<file path="config.mk">
export PLATFORM = sky130hd
export DESIGN_NAME = cfg_route_top
export DESIGN_NICKNAME = d
export VERILOG_FILES = /design/src/rtl/cfg_route_pkg.sv /design/src/rtl/cfg_route_decide.sv /design/src/rtl/cfg_route_hdr.sv /design/src/rtl/cfg_route_top.sv
export SDC_FILE = /design/constraint.sdc
export NUM_CORES = 1
export LEC_CHECK = 0
export BUFFER_PORTS_ARGS = -buffer_cell sky130_fd_sc_hd__buf_2
export CORE_MARGIN = 5
export CORE_UTILIZATION = 44
export DETAILED_ROUTE_END_ITERATION = 6
export PLACE_DENSITY = 0.79
export SYNTH_ARGS = -nofsm -noshare
export SYNTH_HDL_FRONTEND = slang
export SYNTH_SLANG_ARGS = --single-unit
</file>
<file path="constraint.sdc">
create_clock -name clk -period 7.1 [get_ports clk]
set_clock_uncertainty 0.2 [all_clocks]
set_input_delay 1.42 -clock clk [delete_from_list [all_inputs] [get_ports clk]]
set_output_delay 1.42 -clock clk [all_outputs]
set_load 0.01 [all_outputs]
</file>
<file path="src/rtl/cfg_route_pkg.sv">
package cfg_route_pkg;
    localparam int BUS_W  = 8;
    localparam int DEV_W  = 5;
    localparam int FN_W   = 3;
    localparam int REG_W  = 10;
    localparam int EXT_W  = 4;
    localparam int RNUM_W = REG_W - EXT_W;
    localparam int HDR_W  = 32;
    localparam int N_DEV  = 1 << DEV_W;

    typedef enum logic [2:0] {
        RT_INT   = 3'd0,
        RT_DN0   = 3'd1,
        RT_DN1   = 3'd2,
        RT_SB0   = 3'd3,
        RT_SB1   = 3'd4,
        RT_ABORT = 3'd5
    } route_e;
endpackage

</file>
<file path="src/rtl/cfg_route_decide.sv">
module cfg_route_decide
    import cfg_route_pkg::*;
(
    input  logic [BUS_W-1:0] bus,
    input  logic [DEV_W-1:0] dev,
    input  logic [BUS_W-1:0] sec_bus,
    input  logic [BUS_W-1:0] sub_bus,
    input  logic [N_DEV-1:0] dev_en,
    output route_e           route
);
    logic win_ok;
    logic in_win;
    logic at_sec;

    always_comb begin
        win_ok = (sub_bus >= sec_bus);
        in_win = win_ok && (bus >= sec_bus) && (bus <= sub_bus);
        at_sec = (bus == sec_bus);
        if (in_win) begin
            if (at_sec) begin
                route = (dev == '0) ? RT_DN0 : RT_ABORT;
            end else begin
                route = RT_DN1;
            end
        end else if (bus == '0) begin
            route = dev_en[dev] ? RT_INT : RT_SB0;
        end else begin
            route = RT_SB1;
        end
    end
endmodule

</file>
<file path="src/rtl/cfg_route_hdr.sv">
module cfg_route_hdr
    import cfg_route_pkg::*;
(
    input  logic [BUS_W-1:0] bus,
    input  logic [DEV_W-1:0] dev,
    input  logic [FN_W-1:0]  fn,
    input  logic [REG_W-1:0] regidx,
    output logic [HDR_W-1:0] hdr
);
    logic [7:0] b8, b9, b10, b11;

    always_comb begin
        b8  = bus;
        b9  = {dev, fn};
        b10 = {{(8-EXT_W){1'b0}}, regidx[REG_W-1 -: EXT_W]};
        b11 = {regidx[RNUM_W-1:0], 2'b00};
        hdr = {b8, b9, b10, b11};
    end
endmodule

</file>
<file path="src/rtl/cfg_route_top.sv">
module cfg_route_top
    import cfg_route_pkg::*;
#(
    parameter int DATA_W = 32,
    localparam int BE_W  = DATA_W / 8
) (
    input  logic              clk,
    input  logic              rst_n,
    input  logic              req_valid,
    output logic              req_ready,
    input  logic [7:0]        req_bus,
    input  logic [4:0]        req_dev,
    input  logic [2:0]        req_fn,
    input  logic [9:0]        req_reg,
    input  logic              req_write,
    input  logic [DATA_W-1:0] req_wdata,
    input  logic [BE_W-1:0]   req_be,
    input  logic [7:0]        sec_bus,
    input  logic [7:0]        sub_bus,
    input  logic [31:0]       int_dev_en,
    output logic              wr_posted,
    output logic              int_valid,
    input  logic              int_ready,
    output logic [4:0]        int_dev,
    output logic [2:0]        int_fn,
    output logic [9:0]        int_reg,
    output logic              dn_valid,
    input  logic              dn_ready,
    output logic              sb_valid,
    input  logic              sb_ready,
    output logic              fwd_type1,
    output logic [31:0]       fwd_hdr,
    output logic              fwd_write,
    output logic [DATA_W-1:0] fwd_wdata,
    output logic [BE_W-1:0]   fwd_be,
    output logic              ma_valid,
    input  logic              ma_ready,
    output logic [DATA_W-1:0] ma_rdata
);
    typedef struct packed {
        logic              valid;
        route_e            route;
        logic              write;
        logic [DEV_W-1:0]  dev;
        logic [FN_W-1:0]   fn;
        logic [REG_W-1:0]  regidx;
        logic [DATA_W-1:0] wdata;
        logic [BE_W-1:0]   be;
        logic [HDR_W-1:0]  hdr;
    } stage_t;

    stage_t           st_d, st_q;
    route_e           route_w;
    logic [HDR_W-1:0] hdr_w;
    logic             sel_ready;
    logic             out_fire;
    logic             req_fire;

    cfg_route_decide u_decide (
        .bus     (req_bus),
        .dev     (req_dev),
        .sec_bus (sec_bus),
        .sub_bus (sub_bus),
        .dev_en  (int_dev_en),
        .route   (route_w)
    );

    cfg_route_hdr u_hdr (
        .bus    (req_bus),
        .dev    (req_dev),
        .fn     (req_fn),
        .regidx (req_reg),
        .hdr    (hdr_w)
    );

    always_comb begin
        unique case (st_q.route)
            RT_INT:         sel_ready = int_ready;
            RT_DN0, RT_DN1: sel_ready = dn_ready;
            RT_SB0, RT_SB1: sel_ready = sb_ready;
            default:        sel_ready = ma_ready;
        endcase
        out_fire  = st_q.valid && sel_ready;
        req_ready = !st_q.valid || out_fire;
        req_fire  = req_valid && req_ready;
        wr_posted = req_fire && req_write;

        st_d = st_q;
        if (req_fire) begin
            st_d.valid  = !((route_w == RT_ABORT) && req_write);
            st_d.route  = route_w;
            st_d.write  = req_write;
            st_d.dev    = req_dev;
            st_d.fn     = req_fn;
            st_d.regidx = req_reg;
            st_d.wdata  = req_wdata;
            st_d.be     = req_be;
            st_d.hdr    = hdr_w;
        end else if (out_fire) begin
            st_d.valid = 1'b0;
        end
    end

    always_ff @(posedge clk or negedge rst_n) begin
        if (!rst_n) begin
            st_q <= '0;
        end else begin
            st_q <= st_d;
        end
    end

    always_comb begin
        int_valid = st_q.valid && (st_q.route == RT_INT);
        dn_valid  = st_q.valid && ((st_q.route == RT_DN0) || (st_q.route == RT_DN1));
        sb_valid  = st_q.valid && ((st_q.route == RT_SB0) || (st_q.route == RT_SB1));
        ma_valid  = st_q.valid && (st_q.route == RT_ABORT);
        fwd_type1 = (st_q.route == RT_DN1) || (st_q.route == RT_SB1);
        fwd_hdr   = st_q.hdr;
        fwd_write = st_q.write;
        fwd_wdata = st_q.wdata;
        fwd_be    = st_q.be;
        int_dev   = st_q.dev;
        int_fn    = st_q.fn;
        int_reg   = st_q.regidx;
        ma_rdata  = ma_valid ? {DATA_W{1'b1}} : '0;
    end
endmodule

</file>
# [Yosys cells after proc, flatten, opt, wreduce, memory -nomap -nowiden]
# Cells that the tools add are included.
[totals] ff_bits=85 input_bits=118 out_inout_bits=126
[classes] n_mux=11 n_eq_ne=7 n_lt_le_gt_ge=4 reduce_logical=22
[ops] cell="$mux W32" count=1
[ops] cell="$ge A8 B8 Y1" count=2
[ops] cell="$mux W3" count=4
[ops] cell="$logic_and A1 B1 Y1" count=10
[ops] cell="$eq A3 B3 Y1 const B" count=3
[ops] cell="$eq A8 B8 Y1" count=1
[ops] cell="$le A8 B8 Y1" count=1
[ops] cell="$logic_not A8 Y1" count=1
[ops] cell="$eq A3 B2 Y1 const B" count=2
[ops] cell="$lt A5 B6 Y1 const B" count=1
[ops] cell="$bmux W1 S5" count=1
[ops] cell="$logic_not A5 Y1" count=1
[ops] cell="$logic_or A1 B1 Y1" count=4
[ops] cell="$reduce_or A2 Y1" count=2
[ops] cell="$eq A3 B1 Y1 const B" count=1
[ops] cell="$logic_not A3 Y1" count=1
[ops] cell="$mux W1" count=3
[ops] cell="$pmux W1 S3" count=1
[ops] cell="$logic_not A1 Y1" count=2
[ops] cell="$mux W2" count=1
[ops] cell="$reduce_bool A2 Y1" count=1

# [Longest topological paths before layout]
[depth] word_depth=9 mapped_depth=8 mapped_depth_nobuf=8

# [By module]
# Synthesis repeated with hierarchy kept, for this count alone.
[unflattened] cells_unflattened=474 hier_area_um2=5781.8
[by_module_without_submodules] mod="cfg_route_top" cells_each=336 area_each_um2=4566.9 instances=1
[by_module_without_submodules] mod="cfg_route_decide" cells_each=105 area_each_um2=970.9 instances=1
[by_module_without_submodules] mod="cfg_route_hdr" cells_each=33 area_each_um2=244.0 instances=1

# [Worst setup path before layout]
# No wires, ideal clock.
[synth_timing] path_type="reg-to-output" startpoint="reg st_q[89] (netlist name)" endpoint="out ma_rdata[0]" arrival_ns=2.897 n_path_buf=2 stages_incl_launch_ff=5 t_required_ns=5.480 path_slack_ns=2.583 path_cell_list="dfrtp_1 > buf_2 > nand2_1 > nor3b_1 > buf_4"
[synth_between] elab_chain_cells=3
[synth_rtl] element="start, declared" line="cfg_route_top.sv:52" source="stage_t st_d, st_q;"
[synth_rtl] element="start signal, assigned" line="cfg_route_top.sv:108" source="st_q <= st_d;"
[synth_rtl] element="$eq A3 B3 Y1" line="cfg_route_top.sv:116" source="ma_valid = st_q.valid && (st_q.route == RT_ABORT);"
[synth_rtl] element="$logic_and A1 B1 Y1" line="cfg_route_top.sv:116"
[synth_rtl] element="via ma_valid" line="cfg_route_top.sv:36" source="output logic ma_valid,"
[synth_rtl] element="$mux W32" line="cfg_route_top.sv:125" source="ma_rdata = ma_valid ? {DATA_W{1'b1}} : '0;"
[synth_rtl] element="end, declared" line="cfg_route_top.sv:38" source="output logic [DATA_W-1:0] ma_rdata"
# The timed path passes the listed nets, and every way through them passes these cells.

# [Final worst setup path]
[layout_timing] startpoint="in dn_ready" endpoint="out wr_posted"
[layout_between] elab_chain_cells=5
[layout_rtl] element="start, declared" line="cfg_route_top.sv:28" source="input logic dn_ready,"
[layout_rtl] element="$pmux W1 S3" line="cfg_route_top.sv:77" source="unique case (st_q.route)"
[layout_rtl] element="$logic_and A1 B1 Y1" line="cfg_route_top.sv:83" source="out_fire = st_q.valid && sel_ready;"
[layout_rtl] element="$logic_or A1 B1 Y1" line="cfg_route_top.sv:84" source="req_ready = !st_q.valid || out_fire;"
[layout_rtl] element="$logic_and A1 B1 Y1" line="cfg_route_top.sv:85" source="req_fire = req_valid && req_ready;"
[layout_rtl] element="$logic_and A1 B1 Y1" line="cfg_route_top.sv:86" source="wr_posted = req_fire && req_write;"
[layout_rtl] element="end, declared" line="cfg_route_top.sv:21" source="output logic wr_posted,"
# Every way passes these cells.

==> impl_metrics.ini <==
[floorplanning]
start_util = 0.444
num_rows = 37
die_w_um = 111
ios = 244
fp.dieH_um = 111
core_area_mm2 = 0.0102
dieArea_mm2 = 0.0124

[finish]
instances_no_fill = 683
nets = 683
design_area_mm2 = 0.00517
largest_reg_flops = 32
final_layout_size_suffix_gt1_frac = 0.592
area_growth_pct = 14.4

[sta]
report.final.slew_viol_count = 0
min_period_over_period = 0.591
final-setup-viol-count = 0
rsz0062_at_grt = no
fmax_mhz = 238
hold_viol = 0
maxSlewHeadroom = 0.359
post-route-min-period_ns = 4.19
setup_slack_ns = 2.91
fin_hold_ws_ns = 0.294
tightestPinTransition_ns = 0.962
final.setup.tns_ns = 0

[worst_setup_path]
critPathKind = in2out
required_ns = 5.48
crit_top_cell = buf_2
endpoint_kind = output pin
worst_ep_arrival_time_ns = 2.57
startpoint_type = primary input
cp_max_fo = 4
crit_slowest_cell = a32oi_2
path_cells = buf_2 > mux2i_1 > a32oi_2 > and2_1 > and3_1 > buf_2
critPathMaxStageDelay_ns = 0.33

[placement]
dpl.hpwl_um = 8870
portBuffers = 237
dpl-instance-area_mm2 = 0.00494
dpl.cell_count = 666
gp_congestion = 0.873
dp_slack_ns = 2.91

[power]
p_per_area_mw_per_mm2 = 261
ir_drop_uv = 120
leakage_nw = 2.74

[routing]
remaining_drc_errors = 0
first_pass_iters = 4
vias = 3337
totalWireLength_um = 11000
vias_per_cell = 4.89
ant_nets = 0
drt-wirelength-per-cell_um = 16.1
drtIter0Drc = 112

[synthesis]
synth_warnings = 0
postSynthAreaPerCell_um2 = 10.8
yosysMostFrequentCell = buf_4
synth_top_area_frac = 0.371
async_flop_share = 1.00
ys_top_cells_by_area = dfrtp_1 37%, buf_4 20%, mux2_2 15%, ha_1 6.6%, mux2i_1 2.2%
ys.flop_type = dfrtp_1
seq_area_frac_synth = 0.371
synth_common_cells = 120 x buf_4, 67 x dfrtp_1, 62 x mux2_2
yosysTopAreaCell = dfrtp_1
ys_ff_latch = 67
syn_area_mm2 = 0.00452
ys_types = 52
synth-edff-count = 0
syn-instance-count = 419

[grt]
antenna_found_initial = 2
grt_pass1_wl_um = 17200
grt-ovfl-total = 0
grt_pass1_vias = 3397
track_usage = 0.171
grt_max_degree = 72

[clock_tree]
postCtsHoldBufs = 0
post-cts-setup-buffers = 0
clkSinkCount = 67
cts_tree = done
cts_buffers = 9
cts_root_buf = clkbuf_8
h-tree-depth = 3
ctsResizeCount = 0
clk_latency_ns = 0.34
clk_pin_slew_ns = 0.08
cts_buffer_depth = 2

[status]
status = complete, no violations

[worst_hold_path]
hp-class = reg2reg

[run]
maxCapViolations = 0
==> power breakdown <==
part	total, mW	internal, mW	leakage (nW)	switching [mW]
registers	0.535	0.479	0.785	0.0556
logic	0.451	0.225	1.84	0.226
clock network	0.366	0.210	0.110	0.156
total	1.35	0.914	2.74	0.438
==> layout by cell type, fill, tap and decap left out, types with 3 or more instances in the layout <==
master and instances:
conb_1 6, nor2_1 7, buf_2 236, o21ai_0 8
mux2_2 62, ha_1 24, nor4_1 3, nand4_1 6
clkbuf_8 10, nor3_1 4, a21oi_1 13, nand2_1 12
dfrtp_1 67, inv_1 19, nand2b_1 3, nor2b_1 5
mux2i_1 10
==> cell families after synthesis <==
| family | share of synthesized area |
|---|---|
| compound gates | 0.0675 |
| xor+xnor | 0.00388 |
| fa+ha+maj | 0.0664 |
| buf+inv | 0.231 |
| flops | 0.371 |
| mux | 0.191 |
| other cells | 0.000830 |
| simple gates | 0.0686 |
==> per-layer routing <==
metal  GRT usage  share of wire  vias to the layer above  routed length, um
met5           0        0.00091                        -                 10
met1       0.196           0.38                     1574               4210
met3      0.0413          0.077                       20                846
met4      0.0624          0.022                        2                238
li1            -              -                     1583                  -
met2       0.308           0.52                      158               5690
==> through the flow <==
stage / utilization / power (mW)
detailed placement: 0.486 / 1.00
finish: 0.508 / 1.35
global route: 0.508 / 1.44
global placement: 0.486 / 0.984
floorplan: - / 0.953
CTS: 0.508 / 1.37
==> worst max-delay path, delay by kind of cell <==
kind | cells | cell delay (ns)
AND/OR/NAND/NOR | 2 | 0.47
AO/OA/AOI/OAI | 1 | 0.33
buffers and inverters | 2 | 0.26
multiplexers | 1 | 0.09
==> final timing paths <==
kind	start	endpoint	slack (ns)	cells past startpoint
min reg2reg	fwd_write	fwd_write	0.29	1
max reg2reg	st_q[87]	st_q[88]	4.20	6
max in group asynchronous	rst_n	fwd_wdata[3]	5.14	1
max	dn_ready	wr_posted	2.91	6
min in group asynchronous	rst_n	fwd_wdata[31]	0.99	1
min	fwd_write	fwd_write	0.29	1
==> final cells by class <==
type	count	area (um2)
fill	948	5010
multi-input combinational	206	1830
clock inverter	5	85.1
clock buffer	11	141
tap	136	170
sequential	67	1680
timing repair buffer	238	1200
antenna	1	2.50
inverter	19	71.3
Note: power is estimated with default switching activity, not from simulation.
